$ cat src/rtl/phy_tune_pkg.sv
package phy_tune_pkg;
    typedef enum logic [2:0] {
        ST_IDLE,
        ST_CLEAR,
        ST_ADDR,
        ST_DATA,
        ST_STB_SET,
        ST_STB_CLR,
        ST_DONE
    } step_t;
endpackage

$ cat src/rtl/phy_tune_arb.sv
module phy_tune_arb #(
    parameter int ADDR_W = 8,
    parameter int DATA_W = 8,
    parameter int LEN_W  = 4,
    parameter int PORT_W = 2
) (
    input  logic              clk,
    input  logic              rst_n,
    input  logic              idle,
    input  logic              a_req,
    input  logic [ADDR_W-1:0] a_addr,
    input  logic [DATA_W-1:0] a_data,
    input  logic [LEN_W-1:0]  a_len,
    input  logic [PORT_W-1:0] a_port,
    input  logic              b_req,
    input  logic [ADDR_W-1:0] b_addr,
    input  logic [DATA_W-1:0] b_data,
    input  logic [LEN_W-1:0]  b_len,
    input  logic [PORT_W-1:0] b_port,
    output logic              a_ack,
    output logic              b_ack,
    output logic              grant,
    output logic [ADDR_W-1:0] g_addr,
    output logic [DATA_W-1:0] g_data,
    output logic [LEN_W-1:0]  g_len,
    output logic [PORT_W-1:0] g_port
);
    // Port A always wins a tie
    assign a_ack = idle && a_req;
    assign b_ack = idle && b_req && !a_req;
    assign grant = a_ack || b_ack;

    always_comb begin
        if (a_req) begin
            g_addr = a_addr;
            g_data = a_data;
            g_len  = a_len;
            g_port = a_port;
        end else begin
            g_addr = b_addr;
            g_data = b_data;
            g_len  = b_len;
            g_port = b_port;
        end
    end


    ack_onehot_chk: assert property (@(posedge clk) disable iff (!rst_n)
        $onehot0({a_ack, b_ack}));

    b_yields_chk: assert property (@(posedge clk) disable iff (!rst_n)
        (a_req && b_req) |-> !b_ack);
endmodule

$ cat src/rtl/phy_tune_word.sv
module phy_tune_word
    import phy_tune_pkg::*;
#(
    parameter int REG_W    = 32,
    parameter int ADDR_W   = 8,
    parameter int PORT_W   = 2,
    parameter int ADDR_LSB = 8,
    parameter int DATA_BIT = 7
) (
    input  step_t               step,
    input  logic [REG_W-1:0]    shadow,
    input  logic [ADDR_W-1:0]   cur_addr,
    input  logic                cur_bit,
    input  logic [PORT_W-1:0]   cur_port,
    output logic                wr_en,
    output logic [REG_W-1:0]    wr_value,
    output logic [REG_W/8-1:0]  wr_be
);
    localparam int BE_W = REG_W / 8;
    localparam logic [BE_W-1:0] BE_ALL   = '1;
    localparam logic [BE_W-1:0] BE_BYTE0 = BE_W'(1);

    logic [REG_W-1:0] stb_mask;

    always_comb begin
        stb_mask = '0;
        stb_mask[{cur_port, 1'b0}] = 1'b1;
    end

    always_comb begin
        wr_en    = 1'b0;
        wr_value = shadow;
        wr_be    = '0;
        unique case (step)
            ST_CLEAR: begin
                wr_en    = 1'b1;
                wr_value = '0;
                wr_be    = BE_ALL;
            end
            ST_ADDR: begin
                wr_en    = 1'b1;
                wr_value[ADDR_LSB +: ADDR_W] = cur_addr;
                wr_be    = BE_ALL;
            end
            ST_DATA: begin
                wr_en    = 1'b1;
                wr_value = shadow & ~stb_mask;
                wr_value[DATA_BIT] = cur_bit;
                wr_be    = BE_BYTE0;
            end
            ST_STB_SET: begin
                wr_en    = 1'b1;
                wr_value = shadow | stb_mask;
                wr_be    = BE_BYTE0;
            end
            ST_STB_CLR: begin
                wr_en    = 1'b1;
                wr_value = shadow & ~stb_mask;
                wr_be    = BE_BYTE0;
            end
            default: begin
                wr_en    = 1'b0;
            end
        endcase
    end
endmodule

$ cat src/rtl/phy_tune_fsm.sv
module phy_tune_fsm
    import phy_tune_pkg::*;
#(
    parameter int ADDR_W      = 8,
    parameter int DATA_W      = 8,
    parameter int LEN_W       = 4,
    parameter int PORT_W      = 2,
    parameter int REG_W       = 32,
    parameter bit CLEAR_FIRST = 1'b1
) (
    input  logic              clk,
    input  logic              rst_n,
    input  logic              grant,
    input  logic [ADDR_W-1:0] g_addr,
    input  logic [DATA_W-1:0] g_data,
    input  logic [LEN_W-1:0]  g_len,
    input  logic [PORT_W-1:0] g_port,
    input  logic              wr_en,
    input  logic [REG_W-1:0]  wr_value,
    output step_t             step,
    output logic [REG_W-1:0]  shadow,
    output logic [ADDR_W-1:0] cur_addr,
    output logic              cur_bit,
    output logic [PORT_W-1:0] cur_port,
    output logic              busy,
    output logic              done
);
    localparam int IDX_W = (DATA_W > 1) ? $clog2(DATA_W) : 1;
    localparam logic [LEN_W-1:0] LEN_CAP = LEN_W'(DATA_W);

    step_t             state, nstate;
    logic [ADDR_W-1:0] base_q;
    logic [DATA_W-1:0] bits_q;
    logic [IDX_W-1:0]  idx_q, last_q;
    logic [PORT_W-1:0] port_q;
    logic [REG_W-1:0]  shadow_q;
    logic              empty_q;
    logic [LEN_W-1:0]  g_eff;
    logic              g_empty;
    logic              last_bit;

    assign g_eff    = (g_len > LEN_CAP) ? LEN_CAP : g_len;
    assign g_empty  = (g_len == '0);
    assign last_bit = (idx_q == last_q);

    always_ff @(posedge clk) begin
        if (!rst_n) state <= ST_IDLE;
        else        state <= nstate;
    end

    always_comb begin
        nstate = state;
        unique case (state)
            ST_IDLE: begin
                if (grant) begin
                    if (CLEAR_FIRST)  nstate = ST_CLEAR;
                    else if (g_empty) nstate = ST_DONE;
                    else              nstate = ST_ADDR;
                end
            end
            ST_CLEAR:   nstate = empty_q ? ST_DONE : ST_ADDR;
            ST_ADDR:    nstate = ST_DATA;
            ST_DATA:    nstate = ST_STB_SET;
            ST_STB_SET: nstate = ST_STB_CLR;
            ST_STB_CLR: nstate = last_bit ? ST_DONE : ST_ADDR;
            ST_DONE:    nstate = ST_IDLE;
            default:    nstate = ST_IDLE;
        endcase
    end

    always_ff @(posedge clk) begin
        if (!rst_n) begin
            base_q   <= '0;
            bits_q   <= '0;
            idx_q    <= '0;
            last_q   <= '0;
            port_q   <= '0;
            empty_q  <= 1'b0;
            shadow_q <= '0;
        end else begin
            if (state == ST_IDLE && grant) begin
                base_q  <= g_addr;
                bits_q  <= g_data;
                port_q  <= g_port;
                last_q  <= IDX_W'(g_eff - LEN_W'(1));
                empty_q <= g_empty;
                idx_q   <= '0;
            end else if (state == ST_STB_CLR && !last_bit) begin
                idx_q  <= idx_q + IDX_W'(1);
                bits_q <= bits_q >> 1;
            end
            if (wr_en) shadow_q <= wr_value;
        end
    end

    assign step     = state;
    assign shadow   = shadow_q;
    assign cur_addr = base_q + ADDR_W'(idx_q);
    assign cur_bit  = bits_q[0];
    assign cur_port = port_q;
    assign busy     = (state != ST_IDLE);
    assign done     = (state == ST_DONE);


    stb_after_data_chk: assert property (@(posedge clk) disable iff (!rst_n)
        (state == ST_STB_SET) |-> ($past(state) == ST_DATA));

    addr_step_chk: assert property (@(posedge clk) disable iff (!rst_n)
        (state == ST_ADDR && $past(state) == ST_STB_CLR)
            |-> (cur_addr == ADDR_W'($past(cur_addr) + ADDR_W'(1))));

    strobe_clear_chk: assert property (@(posedge clk) disable iff (!rst_n)
        (state == ST_STB_CLR) |=> (shadow_q[{port_q, 1'b0}] == 1'b0));

    done_pulse_chk: assert property (@(posedge clk) disable iff (!rst_n)
        done |=> !done);

    clear_entry_chk: assert property (@(posedge clk) disable iff (!rst_n)
        (state == ST_CLEAR) |-> (CLEAR_FIRST && $past(state) == ST_IDLE));
endmodule

$ cat src/rtl/phy_tune_seq.sv
module phy_tune_seq
    import phy_tune_pkg::*;
#(
    parameter int NUM_PORTS   = 4,
    parameter int ADDR_W      = 8,
    parameter int DATA_W      = 8,
    parameter int LEN_W       = 4,
    parameter int REG_W       = 32,
    parameter bit CLEAR_FIRST = 1'b1
) (
    input  logic                 clk,
    input  logic                 rst_n,
    input  logic                 a_req,
    input  logic [ADDR_W-1:0]    a_addr,
    input  logic [DATA_W-1:0]    a_data,
    input  logic [LEN_W-1:0]     a_len,
    input  logic [((NUM_PORTS > 1) ? $clog2(NUM_PORTS) : 1)-1:0] a_port,
    output logic                 a_ack,
    input  logic                 b_req,
    input  logic [ADDR_W-1:0]    b_addr,
    input  logic [DATA_W-1:0]    b_data,
    input  logic [LEN_W-1:0]     b_len,
    input  logic [((NUM_PORTS > 1) ? $clog2(NUM_PORTS) : 1)-1:0] b_port,
    output logic                 b_ack,
    output logic                 busy,
    output logic                 done,
    output logic                 wr_en,
    output logic [REG_W-1:0]     wr_data,
    output logic [REG_W/8-1:0]   wr_be
);
    localparam int PORT_W = (NUM_PORTS > 1) ? $clog2(NUM_PORTS) : 1;

    logic              grant;
    logic [ADDR_W-1:0] g_addr;
    logic [DATA_W-1:0] g_data;
    logic [LEN_W-1:0]  g_len;
    logic [PORT_W-1:0] g_port;
    step_t             step;
    logic [REG_W-1:0]  shadow;
    logic [ADDR_W-1:0] cur_addr;
    logic              cur_bit;
    logic [PORT_W-1:0] cur_port;

    phy_tune_arb #(
        .ADDR_W(ADDR_W), .DATA_W(DATA_W), .LEN_W(LEN_W), .PORT_W(PORT_W)
    ) u_arb (
        .clk(clk), .rst_n(rst_n), .idle(!busy),
        .a_req(a_req), .a_addr(a_addr), .a_data(a_data), .a_len(a_len), .a_port(a_port),
        .b_req(b_req), .b_addr(b_addr), .b_data(b_data), .b_len(b_len), .b_port(b_port),
        .a_ack(a_ack), .b_ack(b_ack), .grant(grant),
        .g_addr(g_addr), .g_data(g_data), .g_len(g_len), .g_port(g_port)
    );

    phy_tune_fsm #(
        .ADDR_W(ADDR_W), .DATA_W(DATA_W), .LEN_W(LEN_W), .PORT_W(PORT_W),
        .REG_W(REG_W), .CLEAR_FIRST(CLEAR_FIRST)
    ) u_fsm (
        .clk(clk), .rst_n(rst_n), .grant(grant),
        .g_addr(g_addr), .g_data(g_data), .g_len(g_len), .g_port(g_port),
        .wr_en(wr_en), .wr_value(wr_data),
        .step(step), .shadow(shadow), .cur_addr(cur_addr), .cur_bit(cur_bit),
        .cur_port(cur_port), .busy(busy), .done(done)
    );

    phy_tune_word #(
        .REG_W(REG_W), .ADDR_W(ADDR_W), .PORT_W(PORT_W), .ADDR_LSB(8), .DATA_BIT(7)
    ) u_word (
        .step(step), .shadow(shadow), .cur_addr(cur_addr), .cur_bit(cur_bit),
        .cur_port(cur_port), .wr_en(wr_en), .wr_value(wr_data), .wr_be(wr_be)
    );


    no_grant_busy_chk: assert property (@(posedge clk) disable iff (!rst_n)
        busy |-> !(a_ack || b_ack));

    busy_after_grant_chk: assert property (@(posedge clk) disable iff (!rst_n)
        (a_ack || b_ack) |=> busy);
endmodule

$ cat config.mk
export PLATFORM = sky130hd
export DESIGN_NAME = phy_tune_seq
export DESIGN_NICKNAME = d
export VERILOG_FILES = /design/src/rtl/phy_tune_pkg.sv /design/src/rtl/phy_tune_arb.sv /design/src/rtl/phy_tune_word.sv /design/src/rtl/phy_tune_fsm.sv /design/src/rtl/phy_tune_seq.sv
export SDC_FILE = /design/constraint.sdc
export NUM_CORES = 1
export LEC_CHECK = 0
export CAP_MARGIN = 20
export CORE_MARGIN = 2
export CORE_UTILIZATION = 30
export DETAILED_ROUTE_END_ITERATION = 7
export PLACE_DENSITY = 0.6
export SLEW_MARGIN = 10
export SYNTH_ARGS = -nofsm -noshare
export SYNTH_HDL_FRONTEND = slang
export SYNTH_HIERARCHICAL = 1
export SYNTH_SLANG_ARGS = --single-unit
$ cat constraint.sdc
create_clock -name clk -period 1.8 [get_ports clk]
set_input_delay 0.27 -clock clk [delete_from_list [all_inputs] [get_ports clk]]
set_output_delay 0.27 -clock clk [all_outputs]
set_load 0.02 [all_outputs]
==> metrics.cfg <==
[drt]
drtIter0Drc = 84
first_pass_iters = 4
vias = 3112
wire_per_inst_um = 13.2
ant_nets = 0
drc = 0
drt_wl_total_um = 8930
vias_per_cell = 4.62

[yosys]
synth_edf_count = 0
synth.distinct_cells = 46
async_reset_ff_share_pct = 0
synthFlopType = dfxtp_1
syn_inst = 379
synth-seq-area-share_pct = 34.2
avgSynthCellArea_um2 = 9.26
ys.warnings.count = 6
synth_fp_nets = 433
synth-seq-cells = 60
synth_area_um2 = 3510

[power]
power_density_nw_per_um2 = 1160
p_leak_uw = 0.00236
ir_worst_vdd_v = 0.000559
total_power_uw = 6460

[timing]
slew_viol_final = 0
rsz0062_at_grt = true
finalCritPeriodShare_pct = 124
hold_violations = 0
setup_violations = 15
whs_ps = 357
fmax_mhz = 448
worstMarginPinSlew_ps = 316
period_minus_slack_ps = 2230
skew_ps = 4.31
relSlewSlack_pct = 79.0
setup_ws_ps = -431

[clock_tree]
htreeDepth = 3
path_clk_slew_ps = 50
cts_made_buffers = 9
clock_tree.buffer_depth = 2
cts_tree = built
clkLatencyLatePin_ps = 320
numClockSinks = 60
root_buffer = clkbuf_16
ctsHoldBuffers = 0

[grt]
grt_max_degree = 33
grt_pass1_vias = 3050
grt_usage_pct = 14.1
grt_antenna_before_repair = 0
grt.overflow.total = 0
grt_first_pass_wirelength_um = 14300

[cells_and_area]
drive_above_1_share_pct = 40.3
area_growth_pct = 59.3
mostFrequentLayoutCell = buf_4
stdcell_area_um2 = 5590
final_cell_mix = buf_4 (59), nor2b_1 (55), dfxtp_1 (53), clkdlybuf4s50_1 (46)
fill_cells = 1073
fin_nets = 580
num_antenna_cells = 0

[floorplanning]
coreArea_um2 = 11400
fp.dieArea_um2 = 12600
fp.dieH_um = 112
rows = 39
initial_utilization_pct = 30.7
die_width_um = 112
ioPinCount = 89

[min_path]
min_path_type = in2reg

[critical_path]
crit_path_end_kind = output pin
arrival_ps = 1960
worstPathMaxFanout = 2
critical_path_required_ps = 1530
criticalPathCategory = reg2out
startpoint_type = flip-flop

[place]
port_buffers = 88
dpl_cell_area_um2 = 4860
place_ws_ps = -662
hpwl_um = 6230
gp_congestion = 0.777

[status]
violations = negative setup slack
outcome = finished with violations

[job]
drv_cap = 0

## kinds of logic (layout without fill, tap and decap cells)
family / count (synthesis) / in the layout / share of synthesized area (%)
compound gates: 70 / 70 / 12.5
xor+xnor: 12 / 12 / 2.99
fa+ha+maj: 8 / 8 / 2.92
buf+inv: 32 / 184 / 5.70
flops: 60 / 60 / 34.2
mux: 64 / 64 / 20.8
simple gates: 133 / 133 / 20.8
## through the flow
step	utilization [%]	setup TNS [ps]	cells
6_report	49.0	-2980	674
3_5_place_dp	42.5	-12580	634
5_1_grt	49.0	-4900	674
4_1_cts	46.8	-3520	664
3_3_place_gp	42.5	-9340	634
2_1_floorplan	-	-261	379
## critical path: stages (launching register included)
cell	delay (ps)
dfxtp_2	330
ha_4	160
fa_2	330
a21o_1	180
nand2_2	110
nor2_4	40
xor2_2	120
a21oi_2	70
o21ai_2	150
buf_6	140
## state kept, by name, summed over array words and instances (netlist names)
signal and cells:
u_fsm/empty_q 1, u_fsm/idx_q 3, u_fsm/last_q 3, u_fsm/shadow 32, u_fsm/bits_q 8, u_fsm/cur_port 2, u_fsm/step 3, u_fsm/base_q 8
## timing repair
action | CTS | global route
buffers inserted | 13 | 13
gates resized for setup | 217 | 65
gates cloned | 1 | 0
pin swaps | 16 | 21
endpoints found under the hold margin | 0 | 0
endpoints found under the setup margin | 73 | 74
## report_power, final
part	switching (uW)	internal, uW
Sequential	162	1530
Combinational	1440	1440
Clock	573	1320
Total	2170	4290
## metal layers
metal	vias up	global-route usage [%]	part of all wire (%)
met2	80	24.8	49
met5	-	0	0
met4	0	3.17	0.78
met3	6	4.16	5.2
li1	1582	-	-
met1	1444	17.0	45
## path summary, 6_finish.rpt
path / from / endpoint / slack, ps / cells past startpoint
worst min register to register: u_fsm/base_q[2] / u_fsm/base_q[2] / 460 / 2
worst max register to register: u_fsm/idx_q[0] / u_fsm/shadow[10] / -50 / 10
worst min-delay path: rst_n / u_fsm/last_q[1] / 360 / 2
worst max-delay path: u_fsm/idx_q[0] / wr_data[14] / -430 / 9
## cells in the mapped netlist (2+ instances only)
cell type,instances,area share [%]
a21boi_0,6,1.3
buf_2,5,0.71
nand3b_1,2,0.43
and2b_1,2,0.43
buf_4,3,0.64
a41oi_1,2,0.50
and2_1,2,0.36
nor3_1,3,0.43
dfxtp_1,60,34
maj3_1,2,0.57
mux2_4,17,7.3
a21boi_1,6,1.3
nand2b_1,4,0.71
mux2_2,5,1.6
nor2b_1,62,11
o31ai_1,2,0.43
nand3_1,2,0.29
xnor2_1,8,2.0
nand2_1,43,4.6
o21ai_0,19,2.7
ha_1,5,1.8
inv_1,6,0.64
buf_6,6,1.9
a21oi_1,20,2.9
mux2i_1,42,12
o211a_1,2,0.57
a21o_1,3,0.64
o2bb2ai_1,2,0.50
a31oi_1,4,0.71
xor2_1,4,1.0
nor2_1,7,0.75
clkbuf_1,9,0.96
## final cells by class
class,count,area (um^2),area share (%)
multi-input combinational,287,2390,42.8
inverter,6,25.0,0.448
sequential,60,1220,21.8
tap,143,179,3.20
clock buffer,12,267,4.77
clock inverter,4,70.1,1.25
timing repair buffer,162,1440,25.7
(Power assumes the default switching activity.)
